## config.mk

```make
export PLATFORM = sky130hd
export DESIGN_NAME = wdg_keyed_top
export DESIGN_NICKNAME = d
export VERILOG_FILES = /design/src/rtl/wdg_pkg.sv /design/src/rtl/wdg_unlock.sv /design/src/rtl/wdg_down_counter.sv /design/src/rtl/wdg_irq.sv /design/src/rtl/wdg_keyed_top.sv
export SDC_FILE = /design/constraint.sdc
export NUM_CORES = 1
export LEC_CHECK = 0
export BUFFER_PORTS_ARGS = -buffer_cell sky130_fd_sc_hd__buf_4
export CORE_MARGIN = 5
export CORE_UTILIZATION = 40
export CTS_CLUSTER_DIAMETER = 30
export DETAILED_ROUTE_END_ITERATION = 6
export PLACE_DENSITY = 0.7
export SLEW_MARGIN = 0
export SYNTH_ARGS = -nofsm -noshare
export SYNTH_HDL_FRONTEND = slang
export SYNTH_SLANG_ARGS = --single-unit
```

## constraint.sdc

```tcl
create_clock -name clk -period 2.4 [get_ports clk]
set_clock_uncertainty 0.15 [all_clocks]
set_input_delay 0 -clock clk [delete_from_list [all_inputs] [get_ports clk]]
set_output_delay 0 -clock clk [all_outputs]
set_load 0.005 [all_outputs]
```

## src/rtl/wdg_pkg.sv

```systemverilog
package wdg_pkg;
  localparam int ADDR_W = 3;

  typedef enum logic [ADDR_W-1:0] {
    A_KEY    = 3'd0,
    A_COUNT  = 3'd1,
    A_ENABLE = 3'd2,
    A_CONFIG = 3'd3,
    A_STATUS = 3'd4
  } wdg_addr_e;

  // Addresses whose writes need a preceding key write.
  function automatic logic is_guarded(input logic [ADDR_W-1:0] a);
    return (a == A_COUNT) || (a == A_ENABLE) || (a == A_CONFIG);
  endfunction
endpackage

```

## src/rtl/wdg_unlock.sv

```systemverilog
module wdg_unlock
  import wdg_pkg::*;
#(
  parameter int          DATA_W = 32,
  parameter logic [31:0] KEY    = 32'hF1D0DEAD
) (
  input  logic              clk,
  input  logic              rst_n,
  input  logic              wr,
  input  logic [ADDR_W-1:0] addr,
  input  logic [DATA_W-1:0] wdata,
  output logic              armed,
  output logic              violation,
  output logic              grant
);
  logic key_hit, guarded_wr, denied;

  assign key_hit    = wr && (addr == A_KEY) && (wdata == DATA_W'(KEY));
  assign guarded_wr = wr && is_guarded(addr);
  assign grant      = guarded_wr && armed;
  assign denied     = guarded_wr && !armed;

  always_ff @(posedge clk or negedge rst_n) begin
    if (!rst_n) begin
      armed     <= 1'b0;
      violation <= 1'b0;
    end else begin
      if (key_hit)  armed <= 1'b1;
      else if (wr)  armed <= 1'b0;
      if (denied)   violation <= 1'b1;
    end
  end

  p_key_arms_r2: assert property (@(posedge clk) disable iff (!rst_n)
    key_hit |=> armed);
  p_deny_flags_r3: assert property (@(posedge clk) disable iff (!rst_n)
    denied |=> violation);
  p_sticky_r3: assert property (@(posedge clk) disable iff (!rst_n)
    violation |=> violation);
  p_one_shot_r5: assert property (@(posedge clk) disable iff (!rst_n)
    (wr && !key_hit) |=> !armed);
endmodule

```

## src/rtl/wdg_down_counter.sv

```systemverilog
module wdg_down_counter #(
  parameter int   CNT_W     = 32,
  parameter logic RESET_RUN = 1'b1
) (
  input  logic             clk,
  input  logic             rst_n,
  input  logic             load,
  input  logic [CNT_W-1:0] load_val,
  input  logic             en_wr,
  input  logic             en_val,
  output logic [CNT_W-1:0] count,
  output logic             enabled,
  output logic             expire
);
  localparam logic [CNT_W-1:0] ONE = CNT_W'(1);

  // Saturating step: never goes below zero.
  function automatic logic [CNT_W-1:0] step(input logic [CNT_W-1:0] c, input logic run);
    return (run && c != '0) ? c - ONE : c;
  endfunction

  assign expire = enabled && (count == ONE) && !load;

  always_ff @(posedge clk or negedge rst_n) begin
    if (!rst_n) begin
      count   <= '1;
      enabled <= RESET_RUN;
    end else begin
      count <= load ? load_val : step(count, enabled);
      if (en_wr) enabled <= en_val;
    end
  end

  p_no_wrap_r6: assert property (@(posedge clk) disable iff (!rst_n)
    (count == '0 && !load) |=> count == '0);
  p_step_r6: assert property (@(posedge clk) disable iff (!rst_n)
    (enabled && count != '0 && !load) |=> count == $past(count) - ONE);
  p_hold_r6: assert property (@(posedge clk) disable iff (!rst_n)
    (!enabled && !load) |=> $stable(count));
  p_load_wins_r9: assert property (@(posedge clk) disable iff (!rst_n)
    load |=> count == $past(load_val));
endmodule

```

## src/rtl/wdg_irq.sv

```systemverilog
module wdg_irq (
  input  logic clk,
  input  logic rst_n,
  input  logic expire,
  input  logic clear,
  output logic pending,
  output logic rst_pulse
);
  always_ff @(posedge clk or negedge rst_n) begin
    if (!rst_n) begin
      pending   <= 1'b0;
      rst_pulse <= 1'b0;
    end else begin
      rst_pulse <= expire;
      if (expire)     pending <= 1'b1;
      else if (clear) pending <= 1'b0;
    end
  end

  p_expire_sets_r7: assert property (@(posedge clk) disable iff (!rst_n)
    expire |=> (pending && rst_pulse));
  p_pulse_single_r7: assert property (@(posedge clk) disable iff (!rst_n)
    rst_pulse |=> !rst_pulse);
  p_clear_r8: assert property (@(posedge clk) disable iff (!rst_n)
    (clear && !expire) |=> !pending);
  p_no_spurious_r8: assert property (@(posedge clk) disable iff (!rst_n)
    (!pending && !expire) |=> !pending);
endmodule

```

## src/rtl/wdg_keyed_top.sv

```systemverilog
module wdg_keyed_top
  import wdg_pkg::*;
#(
  parameter int          DATA_W    = 32,
  parameter int          CNT_W     = 32,
  parameter logic [31:0] KEY       = 32'hF1D0DEAD,
  parameter logic        RESET_RUN = 1'b1
) (
  input  logic              clk,
  input  logic              rst_n,
  input  logic              bus_wr,
  input  logic [2:0]        bus_addr,
  input  logic [DATA_W-1:0] bus_wdata,
  output logic [DATA_W-1:0] bus_rdata,
  output logic              irq_timeout,
  output logic              rst_pulse
);
  logic             armed, violation, grant;
  logic             load, en_wr, clear, expire, enabled, pending;
  logic [CNT_W-1:0] count;

  wdg_unlock #(.DATA_W(DATA_W), .KEY(KEY)) u_unlock (
    .clk(clk), .rst_n(rst_n), .wr(bus_wr), .addr(bus_addr), .wdata(bus_wdata),
    .armed(armed), .violation(violation), .grant(grant)
  );

  assign load  = grant && (bus_addr == A_COUNT);
  assign en_wr = grant && (bus_addr == A_ENABLE);
  assign clear = grant && (bus_addr == A_CONFIG) && !bus_wdata[0];

  wdg_down_counter #(.CNT_W(CNT_W), .RESET_RUN(RESET_RUN)) u_counter (
    .clk(clk), .rst_n(rst_n), .load(load), .load_val(bus_wdata[CNT_W-1:0]),
    .en_wr(en_wr), .en_val(bus_wdata[0]),
    .count(count), .enabled(enabled), .expire(expire)
  );

  wdg_irq u_irq (
    .clk(clk), .rst_n(rst_n), .expire(expire), .clear(clear),
    .pending(pending), .rst_pulse(rst_pulse)
  );

  assign irq_timeout = pending;

  always_comb begin
    case (bus_addr)
      A_COUNT:  bus_rdata = DATA_W'(count);
      A_ENABLE: bus_rdata = DATA_W'(enabled);
      A_CONFIG: bus_rdata = DATA_W'(pending);
      A_STATUS: bus_rdata = DATA_W'({enabled, armed, violation, pending});
      default:  bus_rdata = '0;
    endcase
  end

  p_irq_follows_r7: assert property (@(posedge clk) disable iff (!rst_n)
    rst_pulse |-> irq_timeout);
  p_denied_no_load_r3: assert property (@(posedge clk) disable iff (!rst_n)
    (bus_wr && bus_addr == A_COUNT && !armed && enabled && count != '0)
      |=> count == $past(count) - CNT_W'(1));
endmodule

```

==> flow_summary.ini, run 1 <==
[status]
status = finished, final reports clean

[synth]
synthDistinctLibCells = 49
synthArstFlopShare_pct = 100
synthFlopType = dfstp_2
synth_area_um2 = 2630
yosysWarnings = 0
post_synth_inst_count = 299
postSynthAreaPerCell_um2 = 8.79
syn-num-nets = 339
yosysSeqAreaShare_pct = 36.8
yosys_register_bits = 37
synth_edf_count = 0

[worst_setup_path]
r2r-start = u_counter.count[24]$_DFFE_PN1P_
required_ns = 2.48
cp_max_fo = 2
reg2reg_depth = 7
arrival_ns = 2.40
critPathMaxStageDelay_ns = 0.56
path_cells = dlygate4sd3_1 -> buf_4 -> nor4b_1 -> nand4_1 -> nor4_1 -> nand4_1 -> o21ai_0 -> dlygate4sd3_1
cp-end-kind = flip-flop
critPathLaunchType = input pin
crit_type = input pin to flip-flop
endpoint = u_unlock.armed$_DFFE_PN0P_
crit_cells = 8
crit_path_top_delay_cell = dlygate4sd3_1
r2r-end = u_counter.count[29]$_DFFE_PN1P_
crit_start = bus_wdata[20]
reg2reg_slack_ns = 0.11
cp_top_family = buffers and inverters
crit_buf_inv = 3

[grt]
antenna_found_initial = 0
grt.total_usage_pct = 18.7
gr-total-overflow = 0
grt_max_degree = 41
grt_pass1_vias = 2635
grt_pass1_wl_um = 12800

[die]
fp.dieH_um = 91.1
io_pins = 72
dieArea_um2 = 8290
fp.coreArea_um2 = 6390
rows = 29
die_w_um = 91.1
initial_utilization_pct = 41.2

[timing]
worst_pin_slew_ns = 0.626
setup_violations = 0
min_period_ns = 2.32
finalMaxSlewViolations = 0
whs_ns = 0.0660
hold_viol = 0
rsz0062_at_grt = false
max_freq_mhz = 431
fin_ws_ns = 0.0820
relSlewSlack_pct = 58.2
timing.final.crit_share_pct = 96.6

[layout]
seq_area_um2 = 967
areaGrowthSynthToFinish_pct = 44.1
multi_input_area_um2 = 1590
num-fill-cells = 585
final_nets = 453
diodes = 0
final_util_pct = 59.3
layout-drive-gt1-share_pct = 36.2

[placement]
dp_slack_ns = -0.00315
hpwl_um = 5520
numPortBuffers = 71
gp_congestion = 0.875

[clocking]
clock-sinks = 37
clkLatencyLatePin_ns = 0.29
root_buffer = clkbuf_8
path_clk_slew_ns = 0.07
post_cts_buffers = 0
cts_tree = done
cts.path.max_buffers = 2
cts_buffers = 5
htree_levels = 2

[worst_hold_path]
hold_class = input pin to async pin

[power_and_ir_drop]
finalPower_mw = 1.49
ir_drop_v = 0.000194
p_leak_nw = 1.45
powerDensity_nw_per_um2 = 392

[drt]
route.vias.total = 2571
drtIter0Drc = 95
remaining_drc_errors = 0
detail-route-antenna-nets = 0
wl_per_cell_um = 15.5
vias_per_cell = 5.24
wirelength_um = 7630
first_pass_iters = 4

[job]
drv_cap = 0
## per-layer routing
layer,GRT usage (%),up-vias,part of all wire (%)
met2,31.0,77,48
met3,4.38,6,5.2
li1,-,1282,-
met1,24.8,1206,46
met4,4.03,0,0.90
met5,0,-,0
## stage by stage
stage	std cells	instance area (µm²)	setup TNS, ns
global placement	445	3300	0
finish	491	3790	0
CTS	491	3780	0
global route	491	3790	0
floorplan	299	2630	0
detailed placement	445	3300	-0.00403
## layout by cell type, fill, tap and decap left out, types with 2 or more instances in the layout
master / Yosys / routed
or3_1: 3 / 3
and4b_1: 2 / 2
nor3_2: 2 / 2
xnor2_1: 27 / 27
nor3b_2: 0 / 2
nand4b_1: 3 / 3
dfstp_2: 33 / 33
nor4_1: 6 / 5
nor2_1: 25 / 25
nor4b_1: 6 / 6
clkbuf_8: 0 / 6
nand2_1: 31 / 30
and2_1: 28 / 28
a31oi_1: 2 / 2
ha_1: 2 / 2
dfrtp_1: 4 / 4
nor4_2: 8 / 9
nor3_1: 12 / 12
nand3_1: 5 / 5
or2_1: 2 / 2
clkbuf_1: 11 / 2
o21ai_1: 15 / 15
a21oi_1: 16 / 16
nor4b_2: 3 / 2
dlygate4sd3_1: 0 / 38
nand4_1: 5 / 5
nor2b_1: 4 / 4
nand2b_1: 2 / 2
nor4_4: 2 / 2
buf_4: 1 / 85
a22oi_1: 2 / 2
inv_1: 6 / 6
o21ai_0: 8 / 8
## cells in the mapped netlist, types with 5 or more instances
cell	count	area (µm²)
inv_1	6	22.5
nor4_1	6	37.5
nand3_1	5	25.0
o21ai_0	8	40.0
dfstp_2	33	867
nor4_2	8	100
nand4_1	5	31.3
nor2_1	25	93.8
o21ai_1	15	75.1
xnor2_1	27	236
nand2_1	31	116
a21oi_1	16	80.1
and2_1	28	175
nor4b_1	6	52.6
clkbuf_1	11	41.3
nor3_1	12	60.1
## area by class of cell
type                            count  share of cell area [%]
Multi-Input combinational cell    240                    42.1
Timing Repair Buffer              123                    26.9
Sequential cell                    37                    25.5
Tap cell                           77                    2.54
Clock buffer                        8                    2.38
Inverter                            6                   0.595
## how the worst min path moves through the flow
stage	startpoint	to	slack [ns]	depth (start not counted)
after floorplan	rst_n	u_irq.pending$_DFFE_PN0P_	-0.45	0
after global placement	rst_n	u_unlock.armed$_DFFE_PN0P_	-0.16	1
after detailed placement	rst_n	u_unlock.armed$_DFFE_PN0P_	-0.15	1
after CTS	rst_n	u_unlock.armed$_DFFE_PN0P_	0.07	2
after global routing	rst_n	u_unlock.armed$_DFFE_PN0P_	0.12	2
final	rst_n	u_unlock.armed$_DFFE_PN0P_	0.07	2
## flip-flops by register name (all words and copies together), names as in the netlist
| name | count |
|---|---|
| u_unlock.violation | 1 |
| u_irq.pending | 1 |
| u_counter.enabled | 1 |
| u_irq.rst_pulse | 1 |
| u_counter.count | 32 |
| u_unlock.armed | 1 |
## timing repair
| action | CTS | global route |
|---|---|---|
| hold endpoints to repair | 73 | 0 |
| resized for setup | 2 | 2 |
| pin swaps | 0 | 1 |
| setup endpoints to repair | 3 | 16 |
| hold buffers | 38 | 0 |
## worst reg2reg max path, cell delays in order (launching register included)
cell and delay [ns]:
dfstp_2 0.40, nor4_2 0.36, nand4_1 0.27, nor4b_4 0.40, buf_4 0.26, nor4_2 0.08, xnor2_1 0.13, a21oi_1 0.15
## cells by family after synthesis
| group | Yosys count | share of synthesized area, % |
|---|---|---|
| mux | 2 | 0.809 |
| buf+inv | 22 | 3.71 |
| fa+ha+maj | 2 | 0.952 |
| xor+xnor | 27 | 9.00 |
| simple gates | 157 | 37.3 |
| flops | 37 | 36.8 |
| compound gates | 52 | 11.5 |
## power by group
| group | leakage (nW) | switching [mW] | internal [mW] |
|---|---|---|---|
| Sequential | 0.398 | 0.0545 | 0.691 |
| Combinational | 1.00 | 0.119 | 0.172 |
| Clock | 0.0455 | 0.217 | 0.234 |
(Power assumes the default switching activity.)
==> run 2, diff against run 1 <==
--- a/config.mk
+++ b/config.mk
@@ -11,6 +11,7 @@
 export CTS_CLUSTER_DIAMETER = 30
 export DETAILED_ROUTE_END_ITERATION = 6
 export PLACE_DENSITY = 0.7
+export SETUP_SLACK_MARGIN = 0.4
 export SLEW_MARGIN = 0
 export SYNTH_ARGS = -nofsm -noshare
 export SYNTH_HDL_FRONTEND = slang
==> flow_summary.ini, run 2 (synthesis gave the netlist of run 1 again) <==
[timing]
max_freq_mhz = 443
worst_pin_slew_ns = 0.596
timing.final.crit_share_pct = 94.0
rsz0062_at_grt = true
min_period_ns = 2.26
hold_viol = 0
setup_violations = 0
relSlewSlack_pct = 59.7
finalMaxSlewViolations = 0
whs_ns = 0.0758
final.setup.tns_ns = 0

[placement]
gp_congestion = 0.893
hpwl_um = 5640
numPortBuffers = 71
place_inst = 440

[layout]
largest_register_ffs = 32
largest_register = u_counter.count
layout_commonest_cell = buf_4
areaGrowthSynthToFinish_pct = 68.3
diodes = 0
final_nets = 486
layout-drive-gt1-share_pct = 48.8
fin_cells = 524
final_cell_mix = buf_4 (110), dlygate4sd3_1 (37), dfstp_2 (33)

[worst_setup_path]
required_ns = 2.47
critPathMaxStageDelay_ns = 0.40
crit_type = flip-flop to flip-flop
arrival_ns = 2.33
cp_max_fo = 5
crit_path_top_delay_cell = dfstp_2
cp-end-kind = flip-flop
critPathLaunchType = flip-flop
path_cells = nor4_4 -> nand4_1 -> nor4b_4 -> buf_4 -> buf_6 -> nor2_1 -> xnor2_1 -> o21ai_1

[drt]
detail-route-antenna-nets = 0
wl_per_cell_um = 18.9
drtIter0Drc = 247
first_pass_iters = 5
wirelength_um = 9880
route.vias.total = 2956
remaining_drc_errors = 0
vias_per_cell = 5.64

[clocking]
cts_buffers = 5
clock-sinks = 37
path_clk_slew_ns = 0.09
htree_levels = 2
cts.path.max_buffers = 2
clkLatencyLatePin_ns = 0.30
root_buffer = clkbuf_8
cts_tree = done

[power_and_ir_drop]
combinationalPowerShare_pct = 24.8
switching_power_uw = 462
seqPwrFrac_pct = 46.3
p_int_mw = 1.16
finalPower_mw = 1.62
switching_share_pct = 28.5
powerDensity_nw_per_um2 = 367
pwr-share-clk_pct = 28.9
ir_drop_v = 0.000272
p_leak_nw = 1.72

[job]
drv_cap = 0

[grt]
grt.total_usage_pct = 21.6
gr-total-overflow = 0
antenna_found_initial = 0
grt_max_degree = 41
grt_pass1_wl_um = 14700
grt_pass1_vias = 2917

[die]
initial_utilization_pct = 41.2
dieArea_um2 = 8290
io_pins = 72
fp.dieH_um = 91.1
fp.coreArea_um2 = 6390
die_w_um = 91.1
rows = 29

[worst_hold_path]
hold_class = input pin to async pin

[status]
status = finished, final reports clean
-- run 2: cell types whose count changed in the layout (fill, tap and decap cells not counted), moves of 6 or more --
cell	previous run	this run
nor3_4	0	6
buf_4	85	110
nor4_4	2	12
nor3_1	12	4
buf_6	0	6
-- run 2: worst paths after layout --
check / start / depth (start not counted) / endpoint / slack, ns
min in group clk: bus_wdata[27] / 6 / u_unlock.armed$_DFFE_PN0P_ / 0.13
max in group asynchronous: rst_n / 2 / u_counter.count[9]$_DFFE_PN1P_ / 1.66
min: rst_n / 2 / u_irq.pending$_DFFE_PN0P_ / 0.08
min reg2reg: u_unlock.violation$_DFFE_PN0P_ / 1 / u_unlock.violation$_DFFE_PN0P_ / 0.33
max reg2reg: u_counter.count[24]$_DFFE_PN1P_ / 8 / u_counter.count[4]$_DFFE_PN1P_ / 0.14
max: u_counter.count[24]$_DFFE_PN1P_ / 8 / u_counter.count[4]$_DFFE_PN1P_ / 0.14
-- run 2: repair_timing --
action / in CTS / in global routing
hold buffers: 38 / 0
pin swaps: 35 / 32
endpoints found under the hold margin: 73 / 0
resized for setup: 44 / 27
setup buffers: 23 / 13
cloned: 3 / 0
setup endpoints to repair: 32 / 35
-- run 2: metal layers --
layer | vias up | track usage (%) | part of all wire [%]
li1 | 1348 | - | -
met1 | 1442 | 28.6 | 42
met4 | 0 | 8.07 | 2.6
met2 | 138 | 35.2 | 49
met3 | 28 | 3.97 | 6.1
met5 | - | 0 | 0
-- run 2: final cells by class --
type,instances,area (µm²)
Fill cell,435,1960
Multi-Input combinational cell,241,1960
Inverter,6,22.5
Timing Repair Buffer,155,1290
Clock buffer,8,90.1
Tap cell,77,96.3
Sequential cell,37,967
-- run 2: critical path, delay by kind of cell (launching register included) --
family | cells | cell delay [ns]
buffers and inverters | 2 | 0.36
AOI/OAI and AO/OA | 1 | 0.16
DFF | 1 | 0.40
and+or+nand+nor | 4 | 0.97
xor gates and xnor gates | 1 | 0.14
-- run 2: metrics by stage --
| stage | setup slack, ns | instance area, µm² | util, % |
|---|---|---|---|
| 2_1_floorplan | 0.349 | 2710 | - |
| 3_3_place_gp | 0.163 | 3330 | 52.1 |
| 3_5_place_dp | 0.166 | 3330 | 52.1 |
| 4_1_cts | 0.262 | 4230 | 66.2 |
| 5_1_grt | 0.0236 | 4430 | 69.3 |
| 6_report | 0.144 | 4430 | 69.3 |
-- run 2: power groups by stage --
stage | Sequential (mW) | Clock [mW] | Combinational, mW
after floorplan | 0.742 | 0 | 0.117
after global placement | 0.756 | 0 | 0.238
after detailed placement | 0.760 | 0 | 0.244
after CTS | 0.742 | 0.468 | 0.373
after global routing | 0.756 | 0.500 | 0.439
final | 0.752 | 0.470 | 0.402
==> run 3, diff against run 2 <==
--- a/config.mk
+++ b/config.mk
@@ -10,6 +10,7 @@
 export CORE_UTILIZATION = 40
 export CTS_CLUSTER_DIAMETER = 30
 export DETAILED_ROUTE_END_ITERATION = 6
+export MAX_ROUTING_LAYER = met4
 export PLACE_DENSITY = 0.7
 export SETUP_SLACK_MARGIN = 0.4
 export SLEW_MARGIN = 0
==> flow_summary.ini, run 3 (synthesis gave the netlist of run 1 again) <==
[status]
status = finished, final reports clean

[power_and_ir_drop]
pwr-share-clk_pct = 29.0
ir_drop_v = 0.000274
p_leak_nw = 1.72
seqPwrFrac_pct = 46.3
powerDensity_nw_per_um2 = 367
switching_share_pct = 28.5
finalPower_mw = 1.62
switching_power_uw = 463
p_int_mw = 1.16
combinationalPowerShare_pct = 24.7

[drt]
remaining_drc_errors = 0
first_pass_iters = 4
wl_per_cell_um = 18.7
detail-route-antenna-nets = 0
route.vias.total = 2963
wirelength_um = 9820
vias_per_cell = 5.65
drtIter0Drc = 257

[grt]
grt.total_usage_pct = 22.3
gr-total-overflow = 0
grt_pass1_wl_um = 14700
grt_max_degree = 41
grt_pass1_vias = 2925
antenna_found_initial = 0

[placement]
dp_slack_ns = 0.166
place_inst = 440
gp_congestion = 0.908
hpwl_um = 5640
numPortBuffers = 71

[clocking]
clock-sinks = 37
clkLatencyLatePin_ns = 0.30
cts_tree = done
cts_buffers = 5
path_clk_slew_ns = 0.09
root_buffer = clkbuf_8
htree_levels = 2
cts.path.max_buffers = 2

[worst_setup_path]
critPathLaunchType = flip-flop
arrival_ns = 2.35
required_ns = 2.48
cp_max_fo = 5
cp-end-kind = flip-flop
crit_type = flip-flop to flip-flop

[timing]
fin_ws_ns = 0.131
timing.final.crit_share_pct = 94.5
rsz0062_at_grt = true
final.setup.tns_ns = 0
worst_pin_slew_ns = 0.586
hold_viol = 0
relSlewSlack_pct = 60.4
setup_violations = 0
max_freq_mhz = 441
finalMaxSlewViolations = 0
min_period_ns = 2.27

[layout]
diodes = 0
layout-drive-gt1-share_pct = 48.8
areaGrowthSynthToFinish_pct = 68.3
largest_register_ffs = 32
multi_input_area_um2 = 1960
num-fill-cells = 435
fin_cells = 524
layout_commonest_cell = buf_4
final_cell_mix = buf_4 (110), dlygate4sd3_1 (37), dfstp_2 (33)
final_util_pct = 69.3
largest_register = u_counter.count
final_nets = 486
seq_area_um2 = 967

[die]
fp.dieH_um = 91.1
die_w_um = 91.1
io_pins = 72
rows = 29
dieArea_um2 = 8290
initial_utilization_pct = 41.2
fp.coreArea_um2 = 6390

[job]
drv_cap = 0

[worst_hold_path]
hold_class = input pin to async pin
==> run 3: repair_timing <==
| action | in CTS | in global routing |
|---|---|---|
| setup buffers | 23 | 13 |
| gates cloned | 3 | 0 |
| setup endpoints to repair | 32 | 35 |
| endpoints found under the hold margin | 73 | 0 |
| pin swaps | 35 | 32 |
| hold buffers | 38 | 0 |
| resized for setup | 44 | 27 |
==> run 3: routing by layer <==
layer  wire length, µm  part of all wire [%]  GRT usage (%)  vias to the layer above
met4               291                   3.0           8.44                        0
met2              4870                    50           35.2                      153
met5                 0                     0              -                        -
li1                  -                     -              -                     1354
met3               665                   6.8           4.05                       32
met1              3990                    41           28.4                     1424
==> run 3: critical path, stage by stage (launching register included) <==
cell and delay (ns):
dfstp_2 0.40, nor3_1 0.32, nand4_1 0.25, nor4b_4 0.36, buf_4 0.20, buf_6 0.16
nor2_1 0.08, xnor2_1 0.14, o21ai_1 0.16
==> run 3: area by class of cell <==
cell class	instances	area share, %
Sequential cell	37	21.9
Timing Repair Buffer	155	29.2
Multi-Input combinational cell	241	44.2
Clock buffer	8	2.04
Tap cell	77	2.18
Inverter	6	0.509
==> run 3: final timing paths <==
check | from | to | cells past startpoint | slack [ns]
max | u_counter.count[16]$_DFFE_PN1P_ | u_counter.count[4]$_DFFE_PN1P_ | 8 | 0.13
min | rst_n | u_irq.pending$_DFFE_PN0P_ | 2 | 0.07
max in group asynchronous | rst_n | u_counter.count[26]$_DFFE_PN1P_ | 2 | 1.67
min in group clk | bus_wdata[27] | u_unlock.armed$_DFFE_PN0P_ | 6 | 0.12
min reg2reg | u_unlock.violation$_DFFE_PN0P_ | u_unlock.violation$_DFFE_PN0P_ | 1 | 0.33
max reg2reg | u_counter.count[16]$_DFFE_PN1P_ | u_counter.count[4]$_DFFE_PN1P_ | 8 | 0.13
==> run 3: metrics by stage <==
stage | cell area [µm²] | hold slack (ns)
after floorplan | 2710 | -0.446
after global placement | 3330 | -0.160
after detailed placement | 3330 | -0.156
after CTS | 4230 | 0.0718
after global routing | 4430 | 0.115
final | 4430 | 0.0700
==> run 3: power by group through the flow <==
stage	Sequential [mW]	Clock [mW]	Combinational (mW)
after CTS	0.742	0.468	0.373
final	0.752	0.471	0.401
after detailed placement	0.760	0	0.244
after floorplan	0.742	0	0.117
after global placement	0.756	0	0.238
after global routing	0.756	0.500	0.439
